===== config.mk =====
export PLATFORM = sky130hd
export DESIGN_NAME = prog_trap_entry
export DESIGN_NICKNAME = d
export VERILOG_FILES = /design/src/rtl/prog_trap_pkg.sv /design/src/rtl/trap_decide.sv /design/src/rtl/msr_rewrite.sv /design/src/rtl/prog_trap_entry.sv
export SDC_FILE = /design/constraint.sdc
export NUM_CORES = 1
export LEC_CHECK = 0
export BUFFER_PORTS_ARGS = -buffer_cell sky130_fd_sc_hd__buf_4
export CAP_MARGIN = 40
export CORE_AREA = 2 2 155 157
export CTS_CLUSTER_SIZE = 16
export DETAILED_ROUTE_END_ITERATION = 10
export DIE_AREA = 0 0 157 159
export GPL_TIMING_DRIVEN = 1
export PLACE_DENSITY = 0.72
export SYNTH_ARGS = -nofsm -noshare
export SYNTH_HDL_FRONTEND = slang
export SYNTH_SLANG_ARGS = --single-unit

===== constraint.sdc =====
create_clock -name clk -period 3 [get_ports clk]
set_input_delay 0.3 -clock clk [delete_from_list [all_inputs] [get_ports clk]]
set_output_delay 0.3 -clock clk [all_outputs]
set_load 0.03 [all_outputs]

===== src/rtl/prog_trap_pkg.sv =====
package prog_trap_pkg;
  typedef enum logic [1:0] {
    CAUSE_NONE    = 2'd0,
    CAUSE_PRIV    = 2'd1,
    CAUSE_HALT    = 2'd2,
    CAUSE_ILLEGAL = 2'd3
  } cause_e;

  // Convert an MSB0 bit index into a conventional LSB index.
  function automatic int unsigned msb0_pos(input int unsigned width, input int unsigned p);
    return width - 1 - p;
  endfunction
endpackage


===== src/rtl/trap_decide.sv =====
module trap_decide
  import prog_trap_pkg::*;
(
  input  logic   priv_op,
  input  logic   spr_move,
  input  logic   spr_hi,
  input  logic   illegal,
  input  logic   halt_op,
  input  logic   problem_state,
  output cause_e cause
);
  logic privileged;

  always_comb begin
    privileged = priv_op | halt_op | (spr_move & spr_hi);
    if (privileged && problem_state)
      cause = CAUSE_PRIV;
    else if (halt_op)
      cause = CAUSE_HALT;
    else if (illegal)
      cause = CAUSE_ILLEGAL;
    else
      cause = CAUSE_NONE;
  end
endmodule


===== src/rtl/msr_rewrite.sv =====
module msr_rewrite
  import prog_trap_pkg::*;
#(
  parameter int unsigned MSR_W = 64,
  parameter int unsigned N_CLR = 15,
  parameter int unsigned CLR_POS [N_CLR] = '{31, 38, 40, 48, 49, 50, 52, 53, 54, 55, 56, 58, 59, 61, 62},
  parameter int unsigned SF_POS = 0,
  parameter int unsigned LE_POS = 63
) (
  input  logic [MSR_W-1:0] msr_in,
  output logic [MSR_W-1:0] msr_out
);
  localparam int unsigned SF_L = msb0_pos(MSR_W, SF_POS);
  localparam int unsigned LE_L = msb0_pos(MSR_W, LE_POS);

  logic [MSR_W-1:0] clr_part [N_CLR+1];
  logic [MSR_W-1:0] set_mask;

  assign clr_part[0] = '0;
  for (genvar g = 0; g < N_CLR; g++) begin : g_clr
    localparam int unsigned BIT_L = msb0_pos(MSR_W, CLR_POS[g]);
    logic [MSR_W-1:0] one_bit;
    always_comb begin
      one_bit = '0;
      one_bit[BIT_L] = 1'b1;
    end
    assign clr_part[g+1] = clr_part[g] | one_bit;
  end

  always_comb begin
    set_mask = '0;
    set_mask[SF_L] = 1'b1;
    set_mask[LE_L] = 1'b1;
    msr_out = (msr_in & ~clr_part[N_CLR]) | set_mask;
  end
endmodule


===== src/rtl/prog_trap_entry.sv =====
module prog_trap_entry
  import prog_trap_pkg::*;
#(
  parameter int unsigned ADDR_W = 64,
  parameter int unsigned MSR_W = 64,
  parameter logic [63:0] VECTOR = 64'h700,
  parameter int unsigned STEP = 4,
  parameter logic [63:0] RESET_ADDR = 64'h0,
  parameter logic [63:0] RESET_MSR = 64'h0,
  parameter int unsigned PR_POS = 49,
  parameter int unsigned PRIV_RSN_POS = 45,
  parameter int unsigned ILL_RSN_POS = 44,
  parameter int unsigned SF_POS = 0,
  parameter int unsigned LE_POS = 63,
  parameter int unsigned N_CLR = 15,
  parameter int unsigned CLR_POS [N_CLR] = '{31, 38, 40, 48, 49, 50, 52, 53, 54, 55, 56, 58, 59, 61, 62}
) (
  input  logic              clk,
  input  logic              rst,
  input  logic              insn_valid_i,
  input  logic [ADDR_W-1:0] cia_i,
  input  logic [MSR_W-1:0]  msr_i,
  input  logic              priv_op_i,
  input  logic              spr_move_i,
  input  logic              spr_hi_i,
  input  logic              illegal_i,
  input  logic              halt_op_i,
  output logic [ADDR_W-1:0] nia_o,
  output logic [ADDR_W-1:0] srr0_o,
  output logic [MSR_W-1:0]  srr1_o,
  output logic [MSR_W-1:0]  msr_o,
  output logic              halted_o
);
  localparam int unsigned PR_L   = msb0_pos(MSR_W, PR_POS);
  localparam int unsigned PRIV_L = msb0_pos(MSR_W, PRIV_RSN_POS);
  localparam int unsigned ILL_L  = msb0_pos(MSR_W, ILL_RSN_POS);
  localparam logic [ADDR_W-1:0] VEC_A  = VECTOR[ADDR_W-1:0];
  localparam logic [ADDR_W-1:0] STEP_A = ADDR_W'(STEP);

  cause_e           cause;
  logic [MSR_W-1:0] trap_msr;
  logic [MSR_W-1:0] reason_mask;

  trap_decide u_decide (
    .priv_op       (priv_op_i),
    .spr_move      (spr_move_i),
    .spr_hi        (spr_hi_i),
    .illegal       (illegal_i),
    .halt_op       (halt_op_i),
    .problem_state (msr_i[PR_L]),
    .cause         (cause)
  );

  msr_rewrite #(
    .MSR_W   (MSR_W),
    .N_CLR   (N_CLR),
    .CLR_POS (CLR_POS),
    .SF_POS  (SF_POS),
    .LE_POS  (LE_POS)
  ) u_rewrite (
    .msr_in  (msr_i),
    .msr_out (trap_msr)
  );

  always_comb begin
    reason_mask = '0;
    if (cause == CAUSE_PRIV) reason_mask[PRIV_L] = 1'b1;
    else                     reason_mask[ILL_L]  = 1'b1;
  end

  always_ff @(posedge clk) begin
    if (rst) begin
      nia_o    <= RESET_ADDR[ADDR_W-1:0];
      srr0_o   <= '0;
      srr1_o   <= '0;
      msr_o    <= RESET_MSR[MSR_W-1:0];
      halted_o <= 1'b0;
    end else if (insn_valid_i && !halted_o) begin
      unique case (cause)
        CAUSE_NONE: begin
          nia_o <= cia_i + STEP_A;
          msr_o <= msr_i;
        end
        CAUSE_HALT: begin
          halted_o <= 1'b1;
        end
        default: begin
          nia_o  <= VEC_A;
          srr0_o <= cia_i;
          srr1_o <= msr_i | reason_mask;
          msr_o  <= trap_msr;
        end
      endcase
    end
  end
endmodule


* Yosys cells after proc, flatten, opt, wreduce, memory -nomap -nowiden
Index checks and enable logic that the tools add are counted.
Word-level totals: flip-flop bits (word level) 257, bits in latches 0, RAM bits 0, bits in read-only memories 0, input bits 136, output and inout port bits 257, word-level logic and storage cells 29, memories 0
Operators by class: $add $sub $neg 1, $mul 0, div/mod/pow operators 0, magnitude comparators 0, eq/ne operators 2, shifts and indexed selects 0, muxes and demuxes 7, bitwise operators 6, reductions and logical operators 8
Operators with widths (count):
- 64-bit one-hot mux with 2 select lines | 2
- 64-bit by 3-bit adder with 64-bit output, second input constant | 1
- 64-bit by 20-bit OR with 64-bit output | 1
- 2-bit two-way mux | 3
- 2-bit AND reduction | 3
- 2-bit by 1-bit == test with 1-bit output, second input constant | 1
- 2-bit == test, second input constant | 1
- 1-bit logical AND | 2
- 2-bit zero test | 1
- 1-bit two-way mux | 2
- 1-bit inverter | 2
- 1-bit OR | 2
- 2-bit OR reduction | 1
- 1-bit AND | 1
- 1-bit zero test | 1

* Depth between registers and ports, before layout
word-level depth 8, gate-level depth with buffers 8

* Hierarchy
From an unflattened synthesis, not the netlist that was laid out.
Unflattened totals: cell total of the unflattened synthesis 1396, area, all modules 10910.5 µm²
Modules (own cells, without submodules):
- prog_trap_entry | times used 1, cells each 1325, area an instance 10386.2 µm²
- msr_rewrite | times used 1, cells each 66, area an instance 488.0 µm²
- trap_decide | times used 1, cells each 5, area an instance 36.3 µm²

* Worst setup path after synthesis
OpenSTA, ideal clock, no wires.
path type input to register, start in cia_i[2], end reg nia_o[50], setup time 0.120 ns, arrival 2.051 ns, required time 2.880 ns, setup slack 0.829 ns, cell stages on the path 7, path buffers 1, path through ha_1 > nand3_1 > or3_1 > buf_2 > or4_4 > and3_1 > a211o_1
Between the ends: cells in the longest elaborated chain, start to end 2
Ends and longest elaborated chain:
- start: declaration | RTL line prog_trap_entry.sv:21 | input logic [ADDR_W-1:0] cia_i,
- 64-bit by 3-bit adder with 64-bit output | RTL line prog_trap_entry.sv:81 | nia_o <= cia_i + STEP_A;
- 64-bit one-hot mux with 2 select lines | RTL line prog_trap_entry.sv:79 | unique case (cause)
- end signal: assignment | RTL line prog_trap_entry.sv:73 | nia_o <= RESET_ADDR[ADDR_W-1:0];
- end signal: assignment | RTL line prog_trap_entry.sv:81
- end: declaration | RTL line prog_trap_entry.sv:28 | output logic [ADDR_W-1:0] nia_o,
No other way between the ends. A chain may end at the register's enable or synchronous reset.

* Worst setup path after layout
start reg halted_o, end reg nia_o[59]
Between the ends: cells in the longest elaborated chain, start to end 3
Ends and longest elaborated chain:
- start: declaration | RTL line prog_trap_entry.sv:32 | output logic halted_o
- start signal: assignment | RTL line prog_trap_entry.sv:77 | halted_o <= 1'b0;
- start signal: assignment | RTL line prog_trap_entry.sv:85 | halted_o <= 1'b1;
- 1-bit zero test | RTL line prog_trap_entry.sv:78 | end else if (insn_valid_i && !halted_o) begin
- 1-bit logical AND | RTL line prog_trap_entry.sv:78
- 2-bit AND reduction (no line)
No other way between the ends.

==> run metrics <==
status finished, final reports clean; Hold Path Origin msr_i[32]; Synth-to-Final Area Change 41.6%; min cycle time layout 2.31 ns; gpl congestion 0.890; DIE WIDTH 157 µm; clk slew on worst S/H paths 0.07 ns; via count 10400; Final nets 1769; initial antenna violation count 0; top-count cell post-synth nand2_1; Root Buffer clkbuf_16; Pins Over Slew Limit 0; f_max 432 MHz; routed length per instance 17.9 µm; Sw Ratio 27.1%; Yosys reg bits 257; synth cell count leaders 409 x nand2_1, 257 x dfxtp_1, 181 x a21oi_1; Initial Util 43.7%; Core ar. 0.0232 mm²; CTS Sinks 257; Mapped Area 0.0101 mm²; DRC Markers 0; DRT Wirelength 35300 µm; RSZ-0062 raised after global routing false; Cells after Synth 1281; DIE HEIGHT 159 µm; Seq/Total Area, Yosys 50.8%; setup total negative slack 0 ns; vias per std cell 5.25; top post-synthesis cells by area dfxtp_1 51%, nand2_1 15%, a21oi_1 8.9%; Clock Skew 0.0188 ns; Worst Setup Slack, final 0.687 ns; first-pass GRT wire length 54000 µm; CTS tree built; Switch Pwr 2.32 mW; largest area contributor in the netlist dfxtp_1; # H-tree levels 1; Setup Fix Bufs, Post-CTS 0; Synth Flop Type dfxtp_1; vias in the first global route 9633; Clock Path Buffers 3; DR iter-0 viols 711; largest net degree at the start of global routing 77; Power Internal 6.22 mW; Tcrit/Tclk final 77.1%; Clock Power Share 41.3%; crit path from halted_o; clk_lat worst skew 0.53 ns; IO Port Bufs 392; min-delay worst type input port to flip-flop; Syn. warnings 0; LEAKAGE 6.08 nW; FF-to-FF Start halted_o; DP Worst Slack 0.562 ns; TritonRoute pass-1 iters 5; Final setup viols 0; worst-path fanout max 24; worst path arrival time 2.79 ns; Hold Fails Final Rpt 0; layout cells sized above 1 28.2%; # IOs 393; unique cell type count in the Yosys netlist 44; VDD IR max 0.000507 V; PostCTS Resize Cnt 0; CP startpoint kind flip-flop; Hold Buf Count CTS 1; Post-synth EDFFs 0; CP required 3.47 ns; dpl hpwl 25300 µm; Synth top area share 50.8%; Slew HR 48.5%; sequential share of power 42.9%; All-Layer GR Usage 26.9%; FFs w/ async S/R, synth 0%; Setup crit end kind flip-flop; total grt overflow 0; Net Count, Synth 1418; site row count 56; die area 0.0250 mm²; Avg Cell Area, Syn 7.91 µm²; worst slew pin tran 0.773 ns; CTS buffer count 27; Final ANT Viol Nets 0; Logic pwr share 15.8%; Setup CP Type flip-flop to flip-flop; Pwr per Cell Area 595 mW/mm²; Antenna diodes 0; max_cap viols 0
## sequential cells by signal (all words and copies together), names as in the netlist
register and flops:
nia_o 64, halted_o 1, msr_o 64, srr1_o 64, srr0_o 64
## final cells by class
cell class                 instances  area (µm²)
inverter                          12        45.0
clock inverter                     9         151
clock buffer                      39         791
timing repair buffer             411        3170
sequential                       257        5140
tap                              319         399
fill                            2067        8840
multi-input combinational        923        4660
## routing by layer
metal  routed length (µm)  share of wire, %  vias to the layer above  GRT usage [%]
li1                     -                 -                     5044              -
met1                13800                39                     4811           32.3
met3                 3100               8.8                       76           7.78
met2                16900                48                      421           45.2
met4                 1480               4.2                        0           10.5
met5                    0                 0                        -              0
## layout by cell type (no fill, tap or decap), drive strengths merged, types with 2 or more instances in the layout
cell    instances
clkbuf         39
mux2i           7
nand2         409
nor4           22
a32oi           7
clkinv          4
and3            9
bufinv          4
dfxtp         257
a22oi          29
or3             5
nor2b           2
a22o            2
nand3          29
a211oi          2
and2           10
o211ai          2
buf           410
nor2           44
inv            12
o21ai          37
and4            8
nand4          27
xor2           16
a21oi         181
xnor2          29
nand2b          2
or4             8
a211o           3
nor3           23
nor4b           2
## power by group through the flow
stage / clock network (mW) / registers [mW] / logic (mW)
3_3_place_gp: 0 / 3.73 / 1.33
6_report: 3.53 / 3.66 / 1.35
5_1_grt: 3.71 / 3.68 / 1.44
3_5_place_dp: 0 / 3.73 / 1.35
4_1_cts: 3.58 / 3.66 / 1.35
2_1_floorplan: 0 / 4.05 / 0.392
## critical path, stage by stage, from the launching register on
cell,delay (ns)
dfxtp_1,0.34
or4b_1,0.61
a211o_1,0.61
or4_1,0.62
nand3_1,0.09
## stage by stage
step | hold WS, ns | std cells | utilization [%] | power, mW | instance area, µm²
detailed placement | 0.431 | 1921 | 57.8 | 5.08 | 13400
global placement | 0.427 | 1920 | 57.7 | 5.06 | 13400
finish | 0.0284 | 1970 | 61.9 | 8.54 | 14400
floorplan | 0.427 | 1281 | - | 4.44 | 10100
global route | 0.00792 | 1970 | 61.9 | 8.83 | 14400
CTS | 0.00432 | 1970 | 61.9 | 8.59 | 14400
## cells by family after synthesis
| kind of cell | Yosys count | share of synthesized area, % |
|---|---|---|
| DFF | 257 | 50.8 |
| muxes | 7 | 0.691 |
| and+or+nand+nor | 603 | 26.1 |
| buffers and inverters | 101 | 3.79 |
| AOI/OAI and AO/OA | 267 | 14.6 |
| adders and majority gates | 1 | 0.123 |
| xor gates and xnor gates | 45 | 3.89 |
## path summary, 6_finish.rpt
kind | endpoint | slack (ns) | cells after the start
hold reg to reg | nia_o[54] | 0.44 | 2
setup reg to reg | nia_o[59] | 0.69 | 4
setup / recovery | nia_o[59] | 0.69 | 4
hold / removal | msr_o[32] | 0.03 | 3
Note: power is estimated with default switching activity, not from simulation.
